$ cat src/rtl/cart_bank_pkg.sv
package cart_bank_pkg;

    // Which control register a write in the low half of the map targets
    typedef enum logic [2:0] {
        REG_NONE,
        REG_RAM_GATE,
        REG_ROM_BANK,
        REG_RAM_BANK,
        REG_MODE
    } reg_sel_e;

    // Which data window a CPU address falls in
    typedef enum logic [1:0] {
        WIN_FIXED,
        WIN_SWITCH,
        WIN_XRAM,
        WIN_OTHER
    } window_e;

    // RAM gate state machine
    typedef enum logic [0:0] {
        RAM_LOCKED,
        RAM_OPEN
    } ram_gate_e;

    // Banking mode state machine
    typedef enum logic [0:0] {
        MODE_SIMPLE,
        MODE_ALT
    } bank_mode_e;

    localparam int ROM_OFS_W  = 14;   // 16 KiB ROM bank
    localparam int RAM_OFS_W  = 13;   // 8 KiB RAM bank
    localparam int REQ_W      = 5;    // width of a ROM bank request
    localparam int RAMSEL_W   = 2;    // width of the RAM bank register
    localparam logic [3:0] OPEN_KEY = 4'hA;

    function automatic reg_sel_e reg_select(input logic [15:0] a);
        reg_sel_e r;
        unique case (a[15:13])
            3'b000:  r = REG_RAM_GATE;
            3'b001:  r = REG_ROM_BANK;
            3'b010:  r = REG_RAM_BANK;
            3'b011:  r = REG_MODE;
            default: r = REG_NONE;
        endcase
        return r;
    endfunction

    function automatic window_e window_of(input logic [15:0] a);
        window_e w;
        if (a[15:14] == 2'b00)       w = WIN_FIXED;
        else if (a[15:14] == 2'b01)  w = WIN_SWITCH;
        else if (a[15:13] == 3'b101) w = WIN_XRAM;
        else                         w = WIN_OTHER;
        return w;
    endfunction

endpackage

$ cat src/rtl/cart_addr_decode.sv
module cart_addr_decode
    import cart_bank_pkg::*;
(
    input  logic [15:0] addr,
    input  logic        wr,
    output reg_sel_e    reg_sel,
    output logic        reg_wr,
    output window_e     window
);

    always_comb begin
        reg_sel = reg_select(addr);
        window  = window_of(addr);
        reg_wr  = wr && (reg_sel != REG_NONE);
    end

endmodule

$ cat src/rtl/cart_bank_regs.sv
module cart_bank_regs
    import cart_bank_pkg::*;
#(
    parameter int ROM_BANKS = 12,
    localparam int RB_W     = $clog2(ROM_BANKS)
) (
    input  logic              clk,
    input  logic              rst_n,
    input  logic              reg_wr,
    input  reg_sel_e          reg_sel,
    input  logic [7:0]        wdata,
    output logic [RB_W-1:0]   rom_bank,
    output logic [RAMSEL_W-1:0] ram_bank,
    output logic              ram_open,
    output bank_mode_e        mode
);

    localparam logic [REQ_W-1:0] TOP_BANK = REQ_W'(ROM_BANKS - 1);
    localparam logic [REQ_W-1:0] LOW_BANK = REQ_W'(1);

    ram_gate_e  gate_q, gate_d;
    bank_mode_e mode_q, mode_d;
    logic [REQ_W-1:0]    req_fix;
    logic [RB_W-1:0]     rom_q;
    logic [RAMSEL_W-1:0] ram_q;

    // RAM gate: next state
    always_comb begin
        gate_d = gate_q;
        if (reg_wr && reg_sel == REG_RAM_GATE) begin
            unique case (gate_q)
                RAM_LOCKED: gate_d = (wdata[3:0] == OPEN_KEY) ? RAM_OPEN : RAM_LOCKED;
                RAM_OPEN:   gate_d = (wdata[3:0] == OPEN_KEY) ? RAM_OPEN : RAM_LOCKED;
            endcase
        end
    end

    // Banking mode: next state
    always_comb begin
        mode_d = mode_q;
        if (reg_wr && reg_sel == REG_MODE) begin
            unique case (mode_q)
                MODE_SIMPLE: mode_d = wdata[0] ? MODE_ALT : MODE_SIMPLE;
                MODE_ALT:    mode_d = wdata[0] ? MODE_ALT : MODE_SIMPLE;
            endcase
        end
    end

    // ROM bank request correction: cap first, then lift zero
    always_comb begin
        req_fix = wdata[REQ_W-1:0];
        if (req_fix > TOP_BANK) req_fix = TOP_BANK;
        if (req_fix == '0)      req_fix = LOW_BANK;
    end

    // State registers
    always_ff @(posedge clk or negedge rst_n) begin
        if (!rst_n) begin
            gate_q <= RAM_LOCKED;
            mode_q <= MODE_SIMPLE;
        end else begin
            gate_q <= gate_d;
            mode_q <= mode_d;
        end
    end

    // Bank registers
    always_ff @(posedge clk or negedge rst_n) begin
        if (!rst_n) begin
            rom_q <= RB_W'(1);
            ram_q <= '0;
        end else if (reg_wr) begin
            if (reg_sel == REG_ROM_BANK) rom_q <= RB_W'(req_fix);
            if (reg_sel == REG_RAM_BANK) ram_q <= wdata[RAMSEL_W-1:0];
        end
    end

    // Outputs
    always_comb begin
        rom_bank = rom_q;
        ram_bank = ram_q;
        ram_open = (gate_q == RAM_OPEN);
        mode     = mode_q;
    end

endmodule

$ cat src/rtl/cart_map.sv
module cart_map
    import cart_bank_pkg::*;
#(
    parameter int ROM_BANKS = 12,
    parameter int RAM_BANKS = 4,
    parameter bit HAS_RAM   = 1'b1,
    localparam int RB_W     = $clog2(ROM_BANKS),
    localparam int RAB_W    = (RAM_BANKS > 1) ? $clog2(RAM_BANKS) : 1,
    localparam int ROM_AW   = RB_W + ROM_OFS_W,
    localparam int RAM_AW   = RAB_W + RAM_OFS_W
) (
    input  logic [15:0]         addr,
    input  logic                wr,
    input  window_e             window,
    input  logic [RB_W-1:0]     rom_bank,
    input  logic [RAMSEL_W-1:0] ram_bank,
    input  logic                ram_open,
    input  logic [7:0]          ram_rdata,
    output logic [ROM_AW-1:0]   rom_addr,
    output logic [RAM_AW-1:0]   ram_addr,
    output logic                ram_we,
    output logic [7:0]          rdata
);

    logic ram_live;

    generate
        if (HAS_RAM) begin : g_ram
            assign ram_live = ram_open;
        end else begin : g_noram
            assign ram_live = 1'b0;
        end
    endgenerate

    always_comb begin
        unique case (window)
            WIN_SWITCH: rom_addr = {rom_bank, addr[ROM_OFS_W-1:0]};
            default:    rom_addr = {{RB_W{1'b0}}, addr[ROM_OFS_W-1:0]};
        endcase
        ram_addr = {ram_bank[RAB_W-1:0], addr[RAM_OFS_W-1:0]};
        ram_we   = wr && (window == WIN_XRAM) && ram_live;
        rdata    = ((window == WIN_XRAM) && ram_live) ? ram_rdata : 8'hFF;
    end

endmodule

$ cat src/rtl/cart_bank_ctrl.sv
module cart_bank_ctrl
    import cart_bank_pkg::*;
#(
    parameter int ROM_BANKS = 12,
    parameter int RAM_BANKS = 4,
    parameter bit HAS_RAM   = 1'b1,
    localparam int RB_W     = $clog2(ROM_BANKS),
    localparam int RAB_W    = (RAM_BANKS > 1) ? $clog2(RAM_BANKS) : 1,
    localparam int ROM_AW   = RB_W + ROM_OFS_W,
    localparam int RAM_AW   = RAB_W + RAM_OFS_W
) (
    input  logic              clk,
    input  logic              rst_n,
    input  logic [15:0]       cpu_addr,
    input  logic [7:0]        cpu_wdata,
    input  logic              cpu_wr,
    input  logic [7:0]        ram_rdata,
    output logic [ROM_AW-1:0] rom_addr,
    output logic [RAM_AW-1:0] ram_addr,
    output logic              ram_we,
    output logic [7:0]        cpu_rdata
);

    reg_sel_e            reg_sel;
    logic                reg_wr;
    window_e             window;
    logic [RB_W-1:0]     rom_bank_q;
    logic [RAMSEL_W-1:0] ram_bank_q;
    logic                ram_open;
    bank_mode_e          mode_q;

    cart_addr_decode u_dec (
        .addr    (cpu_addr),
        .wr      (cpu_wr),
        .reg_sel (reg_sel),
        .reg_wr  (reg_wr),
        .window  (window)
    );

    cart_bank_regs #(.ROM_BANKS(ROM_BANKS)) u_regs (
        .clk      (clk),
        .rst_n    (rst_n),
        .reg_wr   (reg_wr),
        .reg_sel  (reg_sel),
        .wdata    (cpu_wdata),
        .rom_bank (rom_bank_q),
        .ram_bank (ram_bank_q),
        .ram_open (ram_open),
        .mode     (mode_q)
    );

    cart_map #(
        .ROM_BANKS (ROM_BANKS),
        .RAM_BANKS (RAM_BANKS),
        .HAS_RAM   (HAS_RAM)
    ) u_map (
        .addr      (cpu_addr),
        .wr        (cpu_wr),
        .window    (window),
        .rom_bank  (rom_bank_q),
        .ram_bank  (ram_bank_q),
        .ram_open  (ram_open),
        .ram_rdata (ram_rdata),
        .rom_addr  (rom_addr),
        .ram_addr  (ram_addr),
        .ram_we    (ram_we),
        .rdata     (cpu_rdata)
    );

endmodule

$ cat config.mk
export PLATFORM = sky130hd
export DESIGN_NAME = cart_bank_ctrl
export DESIGN_NICKNAME = d
export VERILOG_FILES = /design/src/rtl/cart_bank_pkg.sv /design/src/rtl/cart_addr_decode.sv /design/src/rtl/cart_bank_regs.sv /design/src/rtl/cart_map.sv /design/src/rtl/cart_bank_ctrl.sv
export SDC_FILE = /design/constraint.sdc
export NUM_CORES = 1
export LEC_CHECK = 0
export ABC_AREA = 1
export CAP_MARGIN = 0
export CORE_MARGIN = 2
export CORE_UTILIZATION = 27
export CTS_CLUSTER_DIAMETER = 150
export DETAILED_ROUTE_END_ITERATION = 12
export PLACE_DENSITY_LB_ADDON = 0.15
export SKIP_LAST_GASP = 1
export SLEW_MARGIN = 0
export SYNTH_ARGS = -nofsm -noshare
export SYNTH_HDL_FRONTEND = slang
export SYNTH_SLANG_ARGS = --single-unit
$ cat constraint.sdc
create_clock -name clk -period 1.4 [get_ports clk]
set_input_delay 0.42 -clock clk [delete_from_list [all_inputs] [get_ports clk]]
set_output_delay 0.42 -clock clk [all_outputs]
set_load 0.02 [all_outputs]
==> metrics.cfg <==
[worst_setup_path]
crit_arrival_ns=1.20
required_ns=0.98
endpoint_kind=output pin
critPathKind=in2out
crit_path_start_kind=input port
crit_fanout=1
reg2reg_slack_ns=0.67

[power]
p_leak_nw=0.4567
pwr_density_cell_nw_per_um2=713.4
ir_drop_mv=0.4722

[timing]
setup_slack_ns=-0.2226
hold_violations=0
period_share_pct=115.9
worst_pin_slew_ns=0.3178
fin_setup_tns_ns=-1.768
clock-skew-final_ns=0
fmax_mhz=616.3
rsz0062_at_grt=yes
setup_violations=10
fin_crit_ns=1.623
max_slew_margin_pct=78.75
final-max-slew-violation-count=0

[yosys]
yosys_warnings=0
ys_async_sr_fraction_pct=100.0
synth_enable_flop_cells=0
synth_commonest_cells=buf_4 (27), nand2_1 (16), inv_1 (14)
netlist_instances=95
yosysMostFrequentCell=buf_4
ys_ff_latch=7
netlist_area_um2=659.4
synth.largest_area_cell=buf_4
synth_cell_types=15
synth_nets=130
syn_avg_cell_area_um2=6.941
yosysSeqAreaShare_pct=26.76
synth_ff_type=dfrtp_1
synth.area.top_cells=buf_4 (31%), dfrtp_1 (23%), nand2_1 (9.1%)
synth_top_area_share_pct=30.74

[floorplanning]
ios=77
core.rowCount=17
die_x_um=53.42
die_area_um2=2854
die_h_um=53.42
start_util_pct=29.25
fp.coreArea_um2=2255

[cts]
numCtsBuffers=3
cts_buffer_depth=2
clock_sinks=7
tritoncts=done
h-tree-depth=1
clkTransAtPathRegs_ns=0.05
clock_latency_ns=0.25
cts_root_buffer=clkbuf_4

[grt]
grt_pass1_wl_mm=2.449
grt_pass1_vias=568
grt_max_degree=8
grt_antenna_before_repair=0
grt_usage_pct=12.16
overflow=0

[route]
first_pass_iters=4
routed-via-count=620
drt_wl_total_mm=1.621
drtIter0Drc=3
drcViolationCount=0
viasPerCell=4.247
wl_per_cell_um=11.10
ant_nets=0

[flow_run]
maxCapViolations=0

[placement]
gp_congestion=0.7215
dp_hpwl_mm=1.172
portBuffers=34

[final_layout]
antenna_cells=0
finalCoreUtilization_pct=41.68
drive_gt1_share_pct=33.90
fin_nets=154
syn_to_final_growth_pct=42.50

[status]
status=finished, violations left
violations=negative setup slack

[worst_hold_path]
worstHoldPathType=in2async

-- path summary, 6_finish.rpt --
check / startpoint / to / cells past startpoint
worst max-delay path: ram_rdata[5] / cpu_rdata[5] / 3
worst min-delay path: rst_n / u_regs.rom_bank[1] / 1
worst max register to register: u_regs.rom_bank[0] / u_regs.rom_bank[0] / 2
worst min register to register: u_regs.rom_bank[2] / u_regs.rom_bank[2] / 2
max in group asynchronous: rst_n / u_regs.rom_bank[0] / 1
min in group clk: u_regs.rom_bank[2] / u_regs.rom_bank[2] / 2
-- per-stage QoR --
stage	instances	worst slack (ns)	hold WS, ns	cell area, um^2	power [W]
detailed placement	136	-1.001	0.4715	877.1	0.0004773
CTS	146	-0.2404	0.4389	908.4	0.0006698
floorplan	95	0.02380	0.1244	659.4	0.0004523
global route	146	-0.2609	0.4580	939.7	0.0007199
finish	146	-0.2226	0.4264	939.7	0.0006704
global placement	136	-0.9936	0.4705	877.1	0.0004766
-- flip-flops by register name, summed over array words and instances (netlist names) --
register / cells
u_regs.rom_bank: 4
u_regs.ram_bank: 2
u_regs.ram_open: 1
-- layout by cell type (no fill, tap or decap), drive strengths merged --
cell type / n
buf: 27
nand2: 16
clkdlybuf4s50: 14
inv: 14
nor2: 12
or2: 8
dfrtp: 6
nand3: 4
o21ai: 4
clkbuf: 4
clkdlybuf4s15: 3
nand4: 2
a21oi: 1
nor3: 1
dlygate4sd2: 1
dfstp: 1
-- logic make-up after synthesis --
family	share of synthesized area [%]
AO/OA/AOI/OAI	3.793
buffers and inverters	38.71
flip-flops	26.76
AND/OR/NAND/NOR	30.74
-- area by class of cell --
cell class	instances	area (um^2)
Timing Repair Buffer	45	389.1
Tap cell	28	35.03
Clock buffer	4	26.28
Multi-Input combinational cell	48	254.0
Sequential cell	7	177.7
Fill cell	258	1315
Inverter	14	57.56
-- layer usage --
metal | vias to the layer above | part of all wire, % | track usage [%]
li1 | 307 | - | -
met1 | 272 | 42 | 13.29
met2 | 32 | 42 | 18.72
met3 | 9 | 14 | 3.107
met4 | 0 | 1.9 | 11.54
met5 | - | 0 | 0
-- report_power, final --
group          internal (W)  total (W)  switching [W]
combinational      0.000122   0.000228       0.000105
clock              0.000109   0.000184      0.0000755
sequential         0.000240   0.000258      0.0000183
total              0.000471   0.000670       0.000199
-- worst max-delay path, stage by stage --
cell	delay, ns
clkdlybuf4s50_1	0.40
or2_1	0.23
buf_2	0.16
-- what timing repair did --
action,4_1_cts,5_1_grt
buffers inserted,5,0
setup endpoints to repair,16,17
pin swaps,5,3
hold buffers,0,0
cloned,1,0
gates resized for setup,84,12
No activity file was read; power rests on OpenSTA's default activity.
